--- src/rtl/nand_ecc_pkg.sv ---
package nand_ecc_pkg;
   typedef enum logic [1:0] {
      ECC_CLEAN    = 2'b00,
      ECC_FIX_DATA = 2'b01,
      ECC_FIX_CODE = 2'b10,
      ECC_FAIL     = 2'b11
   } ecc_status_e;
endpackage

--- src/rtl/ecc_syndrome_decode.sv ---
module ecc_syndrome_decode
   import nand_ecc_pkg::*;
#(
   parameter int CODE_BYTES = 3,
   parameter int BYTE_W     = 8,
   parameter int ADDR_W     = 9,
   parameter int BIT_W      = 3
) (
   input  logic [CODE_BYTES*BYTE_W-1:0] stored,
   input  logic [CODE_BYTES*BYTE_W-1:0] calc,
   output ecc_status_e                  status,
   output logic [ADDR_W-1:0]            addr,
   output logic [BIT_W-1:0]             bit_idx
);
   localparam int CODE_W = CODE_BYTES * BYTE_W;
   localparam int PAIRS  = BYTE_W / 2;
   localparam int LOC_W  = CODE_BYTES * PAIRS;

   if (LOC_W != ADDR_W + BIT_W) begin : g_bad_split
      $error("location bits must equal address plus bit index width");
   end
   if (BYTE_W % 2 != 0) begin : g_bad_byte
      $error("byte width must be even");
   end

   logic [CODE_W-1:0] syn;
   logic [LOC_W-1:0]  pair_ok;
   logic [LOC_W-1:0]  loc;
   logic              pattern_ok;
   logic              one_hot;

   assign syn = stored ^ calc;

   for (genvar b = 0; b < CODE_BYTES; b++) begin : g_byte
      for (genvar p = 0; p < PAIRS; p++) begin : g_pair
         assign pair_ok[b*PAIRS+p] = syn[b*BYTE_W+2*p] ^ syn[b*BYTE_W+2*p+1];
         assign loc[b*PAIRS+p]     = syn[b*BYTE_W+2*p];
      end
   end

   assign pattern_ok = &pair_ok;
   assign one_hot    = (syn != '0) && ((syn & (syn - 1'b1)) == '0);

   always_comb begin
      status  = ECC_CLEAN;
      addr    = '0;
      bit_idx = '0;
      if (syn == '0) begin
         status = ECC_CLEAN;
      end else if (pattern_ok) begin
         status  = ECC_FIX_DATA;
         addr    = loc[ADDR_W-1:0];
         bit_idx = loc[LOC_W-1:ADDR_W];
      end else if (one_hot) begin
         status = ECC_FIX_CODE;
      end else begin
         status = ECC_FAIL;
      end
   end
endmodule

--- src/rtl/ecc_verdict_reg.sv ---
module ecc_verdict_reg
   import nand_ecc_pkg::*;
#(
   parameter int ADDR_W = 9,
   parameter int BIT_W  = 3
) (
   input  logic              clk,
   input  logic              rst,
   input  logic              fire,
   input  ecc_status_e       status_d,
   input  logic [ADDR_W-1:0] addr_d,
   input  logic [BIT_W-1:0]  bit_d,
   output logic              res_valid,
   output ecc_status_e       status_q,
   output logic [ADDR_W-1:0] addr_q,
   output logic [BIT_W-1:0]  bit_q
);
   always_ff @(posedge clk) begin
      if (rst) begin
         res_valid <= 1'b0;
         status_q  <= ECC_CLEAN;
         addr_q    <= '0;
         bit_q     <= '0;
      end else begin
         res_valid <= fire;
         if (fire) begin
            status_q <= status_d;
            addr_q   <= addr_d;
            bit_q    <= bit_d;
         end
      end
   end

   assert_pulse_after_fire_R10 : assert property (@(posedge clk) disable iff (rst)
      fire |=> res_valid);
   assert_no_pulse_idle_R10 : assert property (@(posedge clk) disable iff (rst)
      !fire |=> !res_valid);
   assert_verdict_held_R10 : assert property (@(posedge clk) disable iff (rst)
      !fire |=> $stable(status_q) && $stable(addr_q) && $stable(bit_q));
   assert_loc_zero_unless_data_R8 : assert property (@(posedge clk) disable iff (rst)
      fire && status_d != ECC_FIX_DATA |=> addr_q == '0 && bit_q == '0);
endmodule

--- src/rtl/ecc_stream_fix.sv ---
module ecc_stream_fix
   import nand_ecc_pkg::*;
#(
   parameter int ADDR_W = 9,
   parameter int BIT_W  = 3,
   parameter int BYTE_W = 8
) (
   input  logic              clk,
   input  logic              rst,
   input  ecc_status_e       status_q,
   input  logic [ADDR_W-1:0] addr_q,
   input  logic [BIT_W-1:0]  bit_q,
   input  logic              in_valid,
   input  logic [ADDR_W-1:0] in_idx,
   input  logic [BYTE_W-1:0] in_byte,
   output logic              out_valid,
   output logic [ADDR_W-1:0] out_idx,
   output logic [BYTE_W-1:0] out_byte
);
   logic              hit;
   logic [BYTE_W-1:0] mask;

   assign hit  = (status_q == ECC_FIX_DATA) && (in_idx == addr_q);
   assign mask = hit ? (BYTE_W'(1) << bit_q) : '0;

   always_ff @(posedge clk) begin
      if (rst) begin
         out_valid <= 1'b0;
         out_idx   <= '0;
         out_byte  <= '0;
      end else begin
         out_valid <= in_valid;
         if (in_valid) begin
            out_idx  <= in_idx;
            out_byte <= in_byte ^ mask;
         end
      end
   end

   assert_stream_latency_R11 : assert property (@(posedge clk) disable iff (rst)
      in_valid |=> out_valid && out_idx == $past(in_idx));
   assert_single_flip_R7 : assert property (@(posedge clk) disable iff (rst)
      in_valid && status_q == ECC_FIX_DATA && in_idx == addr_q
      |=> $countones(out_byte ^ $past(in_byte)) == 1);
   assert_untouched_R9 : assert property (@(posedge clk) disable iff (rst)
      in_valid && status_q != ECC_FIX_DATA |=> out_byte == $past(in_byte));
endmodule

--- src/rtl/nand_ecc_fix.sv ---
module nand_ecc_fix
   import nand_ecc_pkg::*;
#(
   parameter int CODE_BYTES = 3,
   parameter int BYTE_W     = 8,
   parameter int ADDR_W     = 9,
   parameter int BIT_W      = 3
) (
   input  logic                         clk,
   input  logic                         rst,
   input  logic                         in_valid,
   output logic                         in_ready,
   input  logic [CODE_BYTES*BYTE_W-1:0] code_stored,
   input  logic [CODE_BYTES*BYTE_W-1:0] code_calc,
   output logic                         res_valid,
   output logic [1:0]                   res_status,
   output logic [ADDR_W-1:0]            res_addr,
   output logic [BIT_W-1:0]             res_bit,
   input  logic                         dat_valid,
   input  logic [ADDR_W-1:0]            dat_idx,
   input  logic [BYTE_W-1:0]            dat_in,
   output logic                         out_valid,
   output logic [ADDR_W-1:0]            out_idx,
   output logic [BYTE_W-1:0]            out_byte
);
   ecc_status_e       dec_status;
   logic [ADDR_W-1:0] dec_addr;
   logic [BIT_W-1:0]  dec_bit;
   ecc_status_e       held_status;
   logic              fire;

   assign in_ready   = !rst;
   assign fire       = in_valid && in_ready;
   assign res_status = held_status;

   ecc_syndrome_decode #(
      .CODE_BYTES(CODE_BYTES), .BYTE_W(BYTE_W), .ADDR_W(ADDR_W), .BIT_W(BIT_W)
   ) u_decode (
      .stored (code_stored),
      .calc   (code_calc),
      .status (dec_status),
      .addr   (dec_addr),
      .bit_idx(dec_bit)
   );

   ecc_verdict_reg #(.ADDR_W(ADDR_W), .BIT_W(BIT_W)) u_verdict (
      .clk      (clk),
      .rst      (rst),
      .fire     (fire),
      .status_d (dec_status),
      .addr_d   (dec_addr),
      .bit_d    (dec_bit),
      .res_valid(res_valid),
      .status_q (held_status),
      .addr_q   (res_addr),
      .bit_q    (res_bit)
   );

   ecc_stream_fix #(.ADDR_W(ADDR_W), .BIT_W(BIT_W), .BYTE_W(BYTE_W)) u_stream (
      .clk      (clk),
      .rst      (rst),
      .status_q (held_status),
      .addr_q   (res_addr),
      .bit_q    (res_bit),
      .in_valid (dat_valid),
      .in_idx   (dat_idx),
      .in_byte  (dat_in),
      .out_valid(out_valid),
      .out_idx  (out_idx),
      .out_byte (out_byte)
   );

   assert_clean_on_equal_R2 : assert property (@(posedge clk) disable iff (rst)
      fire && code_stored == code_calc |=> res_status == 2'b00);
   assert_data_needs_pairs_R3 : assert property (@(posedge clk) disable iff (rst)
      fire |=> res_status != 2'b01
               || $countones($past(code_stored ^ code_calc)) == CODE_BYTES*BYTE_W/2);
endmodule

--- config.mk ---
export PLATFORM = sky130hd
export DESIGN_NAME = nand_ecc_fix
export DESIGN_NICKNAME = d
export VERILOG_FILES = /design/src/rtl/nand_ecc_pkg.sv /design/src/rtl/ecc_syndrome_decode.sv /design/src/rtl/ecc_verdict_reg.sv /design/src/rtl/ecc_stream_fix.sv /design/src/rtl/nand_ecc_fix.sv
export SDC_FILE = /design/constraint.sdc
export NUM_CORES = 1
export LEC_CHECK = 0
export ABC_AREA = 1
export CAP_MARGIN = 5
export CORE_MARGIN = 8
export CORE_UTILIZATION = 47
export DETAILED_ROUTE_END_ITERATION = 8
export PLACE_DENSITY = 0.83
export SLEW_MARGIN = 10
export SYNTH_ARGS = -nofsm -noshare
export SYNTH_HDL_FRONTEND = slang
export SYNTH_SLANG_ARGS = --single-unit
--- constraint.sdc ---
create_clock -name clk -period 2.2 [get_ports clk]
set_input_delay 0.44 -clock clk [delete_from_list [all_inputs] [get_ports clk]]
set_output_delay 0.44 -clock clk [all_outputs]
set_load 0.005 [all_outputs]
==> impl_metrics.py <==
metrics = {
    "synthesis": {
        "synthSimpleGateAreaFrac_pct": 50.71,
        "yosys-top-cells-area": "nand2_1 23%, dfxtp_1 21%, inv_1 10%",
        "synth-xor-area-share_pct": 2.476,
        "synthMuxAreaShare_pct": 0,
        "ys_async_sr_fraction_pct": 0,
        "syn_area_mm2": 0.003183,
        "yosysMostFrequentCell": "nand2_1",
        "ys_seq_elements": 33,
        "synth_nets": 645,
        "synth_top_family_by_area": "simple AND/OR/NAND/NOR gates",
        "synth_common_cells": "194 x nand2_1, 85 x inv_1, 66 x nor2_1",
        "synth_compound_area_share_pct": 8.137,
        "syn_inst": 562,
        "yosys.area.top_type_share_pct": 22.88,
        "ys_seq_area_share_pct": 20.75,
        "yosysTopAreaCell": "nand2_1",
        "synth_ff_type": "dfxtp_1",
        "synth_edf_count": 0,
        "yosys_warnings": 0,
        "synth_cell_types": 36,
        "syn_area_per_cell_um2": 5.664,
        "synthAdderAreaFrac_pct": 5.503,
    },
    "cells_and_area": {
        "fillCellCount": 576,
        "final_cell_area_mm2": 0.004950,
        "drive_gt1_share_pct": 20.50,
        "areaGrowthSynthToFinish_pct": 55.50,
        "final_util_pct": 74.08,
        "seq_area_um2": 660.6,
        "finalNetCount": 810,
        "n_antenna_cell": 0,
        "multi_input_area_mm2": 0.002251,
    },
    "die": {
        "coreArea_mm2": 0.006681,
        "io_pins": 103,
        "initial_core_util_pct": 47.64,
        "die-area_mm2": 0.009662,
        "fp.dieW_um": 98.30,
        "row_count": 30,
        "die_y_um": 98.30,
    },
    "drt": {
        "drt-total-wl_mm": 10.36,
        "drt_pass1_iterations": 4,
        "postRouteAntennaNets": 0,
        "vias_per_cell": 4.838,
        "drt_iter0_drc": 108,
        "drc": 0,
        "dr_total_vias": 3904,
        "wl_per_cell_um": 12.84,
    },
    "timing": {
        "slew_headroom_pct": 64.31,
        "max_freq_mhz": 478.8,
        "hold_ws_ns": 0.4884,
        "fin_crit_sh_pct": 94.94,
        "clock_skew_ns": 0.003127,
        "fin_crit_ns": 2.089,
        "final.setup.worst_slack_ns": 0.1113,
        "rsz0062_at_grt": "yes",
        "slew_violations": 0,
        "final_hold_viol_count": 0,
        "setup_viol": 0,
        "tightest_slew_ns": 0.5337,
    },
    "setup_path": {
        "crit_type": "in2reg",
        "arrival_ns": 2.26,
        "end_kind": "register",
        "required_ns": 2.37,
        "startpoint_type": "input pin",
        "path_max_fanout": 2,
    },
    "clock_tree": {
        "clk_latency_ns": 0.28,
        "cts_tree": "yes",
        "clockBufferDepth": 2,
        "clk_pin_slew_ns": 0.06,
        "cts-root-buf": "clkbuf_8",
        "clock-sinks": 33,
        "numCtsBuffers": 5,
        "cts_max_level": 2,
    },
    "grt": {
        "grt_max_degree": 21,
        "grt_pass1_vias": 3834,
        "grt_pass1_wl_mm": 17.04,
        "grt.overflow.total": 0,
        "track_usage_pct": 21.00,
        "antenna_found_initial": 0,
    },
    "placed_design": {
        "gp_congestion": 0.8769,
        "dp_slack_ns": -0.4379,
        "port_buffers": 102,
        "place_area_mm2": 0.004682,
        "dpl.hpwl_mm": 8.656,
    },
    "pwr": {
        "pwr_density_cell_mw_per_mm2": 368.6,
        "leakagePower_nw": 2.517,
        "finalPower_mw": 1.825,
        "peakVddDrop_v": 0.0001845,
    },
    "worst_hold_path": {
        "hold_class": "reg2reg",
    },
    "outcome": {
        "status": "finished clean",
    },
    "run": {
        "cap_violations": 0,
    },
}
[layout make-up]
cell class,count,share of cell area (%)
Clock buffer,7,1.744
Inverter,92,7.027
Multi-Input combinational cell,427,45.48
Sequential cell,33,13.35
Tap cell,80,2.022
Timing Repair Buffer,168,30.38
[state kept, by name (all words and copies together), names as in the netlist]
| register | flops |
|---|---|
| u_stream.out_byte | 8 |
| u_stream.out_idx | 9 |
| u_stream.out_valid | 1 |
| u_verdict.addr_q | 9 |
| u_verdict.bit_q | 3 |
| u_verdict.res_valid | 1 |
| u_verdict.status_q | 2 |
[what timing repair did]
item,4_1_cts,5_1_grt
setup buffers,6,3
setup endpoints to repair,1,16
resized for setup,40,32
hold buffers,0,0
pin swaps,17,17
[kinds of logic (layout without fill, tap and decap cells)]
logic type / count (synthesis) / in the layout
xor gates and xnor gates: 9 / 9
DFF: 33 / 33
AOI/OAI and AO/OA: 48 / 48
and+or+nand+nor: 356 / 356
buffers and inverters: 102 / 267
adders and majority gates: 14 / 14
[per-stage QoR]
| stage | TNS [ns] | instances |
|---|---|---|
| final | 0 | 807 |
| after global routing | -0.02041 | 807 |
| after global placement | -2.749 | 791 |
| after detailed placement | -3.498 | 791 |
| after CTS | 0 | 804 |
| after floorplan | 0 | 562 |
[placed cells by master, fill, tap and decap left out, types with 2 or more instances in the layout]
cell and n:
nor3_2 2, nand2_1 184, nand3_1 38, xor2_1 6
nand2_4 6, ha_4 3, o21ai_0 16, ha_1 9
buf_4 66, nor2_2 13, a21oi_1 24, or2_1 2
o21ai_1 4, a21oi_2 2, inv_1 80, clkbuf_8 6
nand4_1 5, nand3_4 2, ha_2 2, nand3b_1 6
nor3_1 2, xnor2_2 2, nor2_4 4, dlymetal6s2s_1 9
nor2_1 61, nand2_2 24, dfxtp_1 33, clkdlybuf4s50_1 65
inv_2 10, nand3_2 2, dlygate4sd2_1 28
[critical path, stage by stage]
cell and delay [ns]:
clkdlybuf4s50_1 0.42, or2_4 0.24, nand2_4 0.08, inv_2 0.05
ha_4 0.19, nand4_1 0.10, nor2_2 0.06, nor3_2 0.10
nand3_1 0.08, nor2_1 0.11, nand3_1 0.09, nor2_2 0.12
nand3_2 0.07, nand2_2 0.06, a21oi_2 0.04
[power breakdown]
part           leakage (nW)  switching (mW)  internal, mW
clock network        0.0443           0.202         0.248
logic                  2.20           0.362         0.375
registers             0.271          0.0135         0.624
[metal layers]
layer | up-vias | part of all wire, % | track usage [%]
li1 | 2061 | - | -
met1 | 1713 | 41 | 22.03
met5 | - | 0 | 0
met4 | 0 | 2.2 | 6.375
met3 | 21 | 4.8 | 3.983
met2 | 109 | 52 | 40.71
[worst paths after layout]
| path | startpoint | to | slack (ns) | cells after the start |
|---|---|---|---|---|
| worst max register to register | u_verdict.addr_q[4]$_SDFFE_PP0P_ | u_stream.out_byte[3]$_SDFFE_PP0P_ | 0.51 | 11 |
| worst min register to register | u_verdict.addr_q[8]$_SDFFE_PP0P_ | u_verdict.addr_q[8]$_SDFFE_PP0P_ | 0.49 | 2 |
| worst min-delay path | u_verdict.addr_q[8]$_SDFFE_PP0P_ | u_verdict.addr_q[8]$_SDFFE_PP0P_ | 0.49 | 2 |
| worst max-delay path | code_stored[22] | u_verdict.status_q[0]$_SDFFE_PP0P_ | 0.11 | 15 |
No activity file was read; power rests on OpenSTA's default activity.
